**src/rtl/round_pkg.sv**
```systemverilog
package round_pkg;
  typedef enum logic [1:0] {
    RND_NEAR_EVEN = 2'd0,
    RND_TO_ZERO   = 2'd1,
    RND_UP        = 2'd2,
    RND_DOWN      = 2'd3
  } rnd_mode_e;
endpackage

```
**src/rtl/round_decide.sv**
```systemverilog
module round_decide
  import round_pkg::*;
#(
  parameter int GUARD_W = 3
) (
  input  logic [GUARD_W-1:0] guard_i,
  input  logic               lsb_i,
  input  logic               sign_i,
  input  rnd_mode_e          mode_i,
  output logic               inc_o
);
  localparam logic [GUARD_W-1:0] HALF = GUARD_W'(1) << (GUARD_W - 1);

  logic above, tie, sticky;
  assign above  = guard_i > HALF;
  assign tie    = guard_i == HALF;
  assign sticky = |guard_i;

  always_comb begin
    unique case (mode_i)
      RND_NEAR_EVEN: inc_o = above | (tie & lsb_i);
      RND_TO_ZERO:   inc_o = 1'b0;
      RND_UP:        inc_o = sticky & ~sign_i;
      RND_DOWN:      inc_o = sticky & sign_i;
      default:       inc_o = 1'b0;
    endcase
  end

  always_comb begin
    assert_no_inc_exact_R8: assert (sticky || !inc_o);
  end
endmodule

```
**src/rtl/round_incr.sv**
```systemverilog
module round_incr #(
  parameter int KEEP_W = 24
) (
  input  logic [KEEP_W-1:0] kept_i,
  input  logic              inc_i,
  output logic [KEEP_W-1:0] sum_o,
  output logic              carry_o
);
  assign {carry_o, sum_o} = {1'b0, kept_i} + {{KEEP_W{1'b0}}, inc_i};
endmodule

```
**src/rtl/round_unit.sv**
```systemverilog
module round_unit
  import round_pkg::*;
#(
  parameter int KEEP_W  = 24,
  parameter int GUARD_W = 3
) (
  input  logic                      clk_i,
  input  logic                      rst_ni,
  input  logic [KEEP_W+GUARD_W-1:0] sig_i,
  input  logic                      sign_i,
  input  logic [1:0]                mode_i,
  output logic [KEEP_W-1:0]         rounded_o,
  output logic                      carry_o
);
  localparam int TOTAL_W = KEEP_W + GUARD_W;
  localparam logic [GUARD_W-1:0] HALF = GUARD_W'(1) << (GUARD_W - 1);

  logic [KEEP_W-1:0]  kept;
  logic [GUARD_W-1:0] guard;
  logic               inc;
  logic [KEEP_W-1:0]  sum;
  logic               cout;
  rnd_mode_e          mode;

  assign kept  = sig_i[TOTAL_W-1:GUARD_W];
  assign guard = sig_i[GUARD_W-1:0];
  assign mode  = rnd_mode_e'(mode_i);

  round_decide #(.GUARD_W(GUARD_W)) u_decide (
    .guard_i (guard),
    .lsb_i   (kept[0]),
    .sign_i  (sign_i),
    .mode_i  (mode),
    .inc_o   (inc)
  );

  round_incr #(.KEEP_W(KEEP_W)) u_incr (
    .kept_i  (kept),
    .inc_i   (inc),
    .sum_o   (sum),
    .carry_o (cout)
  );

  always_ff @(posedge clk_i or negedge rst_ni) begin
    if (!rst_ni) begin
      rounded_o <= '0;
      carry_o   <= 1'b0;
    end else begin
      rounded_o <= sum;
      carry_o   <= cout;
    end
  end

  assert_carry_wraps_R9: assert property (@(posedge clk_i) disable iff (!rst_ni)
    carry_o |-> (rounded_o == '0));

  assert_carry_source_R9: assert property (@(posedge clk_i) disable iff (!rst_ni)
    !(&kept) |=> !carry_o);

  assert_trunc_keeps_R3: assert property (@(posedge clk_i) disable iff (!rst_ni)
    (mode_i == 2'd1) |=> (rounded_o == $past(kept)) && !carry_o);

  assert_up_neg_keeps_R4: assert property (@(posedge clk_i) disable iff (!rst_ni)
    (mode_i == 2'd2 && sign_i) |=> (rounded_o == $past(kept)) && !carry_o);

  assert_down_pos_keeps_R5: assert property (@(posedge clk_i) disable iff (!rst_ni)
    (mode_i == 2'd3 && !sign_i) |=> (rounded_o == $past(kept)) && !carry_o);

  assert_tie_even_R7: assert property (@(posedge clk_i) disable iff (!rst_ni)
    (mode_i == 2'd0 && guard == HALF) |=> !rounded_o[0]);
endmodule

```
**config.mk**
```make
export PLATFORM = sky130hd
export DESIGN_NAME = round_unit
export DESIGN_NICKNAME = d
export VERILOG_FILES = /design/src/rtl/round_pkg.sv /design/src/rtl/round_decide.sv /design/src/rtl/round_incr.sv /design/src/rtl/round_unit.sv
export SDC_FILE = /design/constraint.sdc
export NUM_CORES = 1
export LEC_CHECK = 0
export BUFFER_PORTS_ARGS = -buffer_cell sky130_fd_sc_hd__buf_2
export CAP_MARGIN = 20
export CORE_ASPECT_RATIO = 0.7
export CORE_UTILIZATION = 28
export DETAILED_ROUTE_END_ITERATION = 7
export PLACE_DENSITY = 0.52
export SYNTH_ARGS = -nofsm -noshare
export SYNTH_HDL_FRONTEND = slang
export SYNTH_SLANG_ARGS = --single-unit
```
**constraint.sdc**
```tcl
create_clock -name clk_i -period 0.8 [get_ports clk_i]
set_input_delay 0 -clock clk_i [delete_from_list [all_inputs] [get_ports clk_i]]
set_output_delay 0 -clock clk_i [all_outputs]
set_load 0.005 [all_outputs]
```
# --- Yosys cells after proc, flatten, opt, wreduce, memory -nomap -nowiden ---
# Cells that the tools add are included.
word_totals:
  regBits: 25
  inputBits: 32
op_classes:
  bitwise_logic: 5
  addsub: 1
  n_eq_ne: 4
  reduce_logical: 2
  n_lt_le_gt_ge: 1
  muxes: 1
op_table:
  columns: ["cell", "count"]
  rows:
  - ["adder 24 x 1 -> 25 bit", 1]
  - ["equality test 2 bit, second input constant", 2]
  - ["one-hot mux 1 bit (4 select lines)", 1]
  - ["AND 1 bit", 3]
  - ["equality test 3 bit, second input constant", 1]
  - ["greater-than comparator 3 bit, second input constant", 1]
  - ["OR reduction 3 bit", 1]
  - ["equality test 2 x 1 -> 1 bit, second input constant", 1]
  - ["logical NOT 2 bit", 1]
  - ["NOT 1 bit", 1]
  - ["bitwise OR 1 bit", 1]

# --- Longest topological paths before layout ---
logic_depth:
  depth_word: 5
  ltp_mapped: 10
  depth_no_buf: 10

# --- Hierarchy ---
# Synthesis repeated with hierarchy kept, for this count alone.
hier_totals:
  cells_unflattened: 97
  area_unflattened_um2: 1138.6
modules_own_cells:
  columns: ["module", "cells_per_inst", "area_per_inst_um2", "seq_area_each_um2", "n_inst"]
  rows:
  - ["round_unit", 25, 625.6, 625.6, 1]
  - ["round_incr", 66, 464.2, 0.0, 1]
  - ["round_decide", 6, 48.8, 0.0, 1]

# --- Least setup slack after synthesis ---
# Ideal clock, no wire load.
synth_path:
  path_kind: "input port to flip-flop"
  startpoint: "input port mode_i[1]"
  endpoint: "register rounded_o[18]"
  stages: 10
  slack_ns: -0.893
  arrival_time_ns: 1.570
  path_cell_list: "nor2b_1 mux2i_1 o21ai_0 a21oi_1 ha_1 ha_1 nand3_2 nor4_4 nand4_1 xnor2_1"
synth_via:
  elab_chain_cells: 3
  elab_cells_between_ends: 6
  cone_classes: "add/sub (1); eq/ne (3); mux (1); reduce/logical (1)"
synth_lines:
  columns: ["element", "line_no", "rtl"]
  rows:
  - ["start, declared", "round_unit.sv:11", "input logic [1:0] mode_i,"]
  - ["equality test 2 bit, or another cell as far along", "round_decide.sv:20", "unique case (mode_i)"]
  - ["one-hot mux 1 bit (4 select lines) (*)", "round_decide.sv:20", null]
  - ["adder 24 x 1 -> 25 bit (*)", "round_incr.sv:9", "assign {carry_o, sum_o} = {1'b0, kept_i} + {{KEEP_W{1'b0}}, inc_i};"]
  - ["via sum[18]", "round_unit.sv:21", "logic [KEEP_W-1:0] sum;"]
  - ["end signal, assigned", "round_unit.sv:49", "rounded_o <= sum;"]
  - ["end, declared", "round_unit.sv:12", "output logic [KEEP_W-1:0] rounded_o,"]
# Mark *: on every way through the listed nets, which the timed path passes. The rest lies on a longest branch.

# --- Worst setup path after layout ---
layout_path:
  startpoint: "input port mode_i[1]"
  endpoint: "register rounded_o[15]"
# Same word-level chain as after synthesis.

==> impl_metrics.csv <==
group,metric,value,unit
critical_path,critPathCaptureType,"flip-flop",
run_status,violations,"negative setup slack",
synthesis,synth.distinct_cells,22,
final_layout,area_delta_synth_final,87.66,%
sta,maxSlewHeadroom,0.7976,
place,dp_cells,242,
critical_path,max_stage_delay,200,ps
synthesis,synth_warnings,0,
clock_tree,clockRootBuffer,"clkbuf_8",
final_layout,diodes,0,
place,dpl.hpwl,2.413,mm
critical_path,worstPathCellList,"buf_6, nor2b_4, mux2i_1, o21ai_1, a21oi_2, buf_4, ha_4, buf_4, nand3_2, nor4_2, buf_4, nand3_4, xnor2_2",
synthesis,ys_ff_latch,25,
final_layout,drive_above_1_share,0.6507,
critical_path,crit_type,"in2reg",
clock_tree,clk_path_buf_depth,2,
critical_path,critical_path_required,970,ps
clock_tree,tritoncts,"built",
synthesis,synth_edf_count,0,
global_route,grt_util_all_layers,0.1497,
final_layout,fin_util,0.5545,
routing,vias,1143,
critical_path,crit_top_cell,"buf_4",
pwr,irDropWorstVdd,528.7,uV
pwr,p_total,2.699,mW
global_route,grt_pass1_vias,1138,
routing,post_drt_via_cell_ratio,4.379,
clock_tree,htreeDepth,1,
run,max-cap-violations,0,
global_route,antenna_found_initial,0,
place,preCtsSetupSlack,-1156,ps
sta,hold_viol,0,
sta,worst_pin_slew,303.6,ps
routing,wl,3.369,mm
sta,setup_viol,24,
sta,finalCritPeriodShare,1.811,
synthesis,synth_area,1166,um2
critical_path,critPathMaxFanout,3,
synthesis,synth_top_area_frac,0.5365,
routing,drtIter0Drc,17,
die,num_io_pins,57,
die,initial_core_util,0.2955,
run_status,outcome,"finished, violations left",
critical_path,cp_slowest_cell,"buf_4",
sta,fmax,690.2,MHz
sta,drv_slew,0,
die,die_h,56.00,um
hold_path,hold_class,"in2reg",
critical_path,arrival,1620,ps
routing,drc,0,
synthesis,yosys-top-cells-count,"dfrtp_1 (25), xnor2_1 (15), nand2_1 (10)",
critical_path,crit_path_start_kind,"primary input",
routing,route.detailed.wl_per_inst,12.91,um
sta,rsz0062_at_grt,"true",
pwr,p_leak,1.073,nW
synthesis,postSynthCellCount,100,
synthesis,synthTopCellsByArea,"dfrtp_1 (54%), xnor2_1 (11%), xor2_1 (5.3%)",
global_route,overflow,0,
place,gp_congestion,0.7701,
synthesis,synth_top_flop_cell,"dfrtp_1",
critical_path,critPathBufInv,4,
die,die_w,79.14,um
routing,first_pass_iters,4,
die,rows,19,
clock_tree,clk_pin_slew,90,ps
sta,period_needed,1449,ps
synthesis,synth_fp_nets,135,
sta,worst_slack,-648.9,ps
global_route,grt_pass1_wl,4.981,mm
synthesis,yosysTopAreaCell,"dfrtp_1",
synthesis,yosysMostFrequentCell,"dfrtp_1",
critical_path,cp_top_family,"buffers and inverters",
place,numPortBuffers,56,
sta,fin_tns_setup,-12820,ps
routing,postRouteAntennaNets,0,
synthesis,yosysSeqAreaShare,0.5365,
final_layout,layout.cells.non_filler,261,
die,coreArea,3946,um2
clock_tree,cts_sinks,25,
clock_tree,cts_buffers,3,
final_layout,nets,245,
pwr,p_per_area,1234,nW/um2
die,design.die.area,4431,um2
synthesis,ys_async_sr_fraction,1.000,
synthesis,avgSynthCellArea,11.66,um2
global_route,grt_max_degree,16,
==> routing by layer <==
metal / track usage / vias to the layer above / wire, um
li1: - / 564 / -
met1: 0.1845 / 541 / 1390
met2: 0.2525 / 34 / 1760
met3: 0.03770 / 4 / 167
met4: 0.05455 / 0 / 49
met5: 0 / - / 0
==> worst paths after layout <==
path / startpoint / to / slack, ps / cells past startpoint
worst max-delay path: mode_i[1] / rounded_o[15] / -650 / 13
worst min-delay path: sig_i[24] / rounded_o[22] / 6 / 3
max in group asynchronous: rst_ni / rounded_o[10] / 290 / 3
min in group asynchronous: rst_ni / rounded_o[0] / 140 / 2
==> flip-flops by register name (all words and copies together), names as in the netlist <==
name / cells
rounded_o: 24
carry_o: 1
==> cells in the final DEF (no fill, tap or decap) <==
cell type      netlist  layout
buf_2                0      54
buf_4                0      37
dfrtp_1             25      25
xnor2_1             15      10
xor2_1               7       7
dlygate4sd3_1        0       7
buf_6                0       6
nand4_1              5       5
nand2_1             10       5
nand3_4              1       5
xnor2_2              0       5
nand3_2              1       3
nand2_2              0       3
and3_1               4       3
ha_4                 0       3
clkbuf_8             0       3
inv_1                2       2
nor2_1               6       2
nand3_1              8       2
nor4_2               2       2
nand2_4              0       2
nor2_4               0       2
nor2_2               0       2
o21ai_0              2       1
nor3_2               1       1
nor2b_4              0       1
mux2i_1              1       1
o21ai_1              0       1
a21oi_2              0       1
nor3_1               2       1
nand4_2              1       1
nor4_4               1       1
and4_1               1       1
nor3_4               0       1
and3_4               0       1
clkinv_2             0       1
buf_12               0       1
==> metrics by stage <==
step	hold WS [ps]	area [um2]
2_1_floorplan	-295.6	1202
3_3_place_gp	-106.1	1815
3_5_place_dp	-99.14	1815
4_1_cts	-4.637	1988
5_1_grt	11.33	2188
6_report	6.112	2188
==> power by group <==
| part | total [mW] | leakage [nW] | internal, mW | switching [mW] |
|---|---|---|---|---|
| combinational | 0.601 | 0.754 | 0.325 | 0.276 |
| sequential | 1.35 | 0.294 | 1.33 | 0.0170 |
| clock | 0.746 | 0.0255 | 0.349 | 0.398 |
==> cell type report <==
type	count	area, um2
clock buffers	3	41.29
flip-flops and latches	25	625.6
inverters	2	7.507
clock inverters	1	5.005
fillers	352	1758
well taps	52	65.06
repair buffers	105	705.7
multi-input cells	73	738.2
==> repair_timing <==
| action | CTS | global route |
|---|---|---|
| endpoints found under the hold margin | 33 | 0 |
| endpoints found under the setup margin | 25 | 29 |
| buffers inserted | 3 | 6 |
| gates resized for setup | 8 | 29 |
| hold buffers | 7 | 0 |
| cloned | 0 | 0 |
| pin swaps | 13 | 11 |
==> kinds of logic after synthesis <==
kind of cell / share of synthesized area
AO/OA/AOI/OAI: 0.01287
adder cells (fa/ha/maj): 0.03219
multiplexers: 0.008584
buffers and inverters: 0.006440
XOR/XNOR: 0.1652
flip-flops: 0.5365
AND/OR/NAND/NOR: 0.2382
No activity file was read; power rests on OpenSTA's default activity.
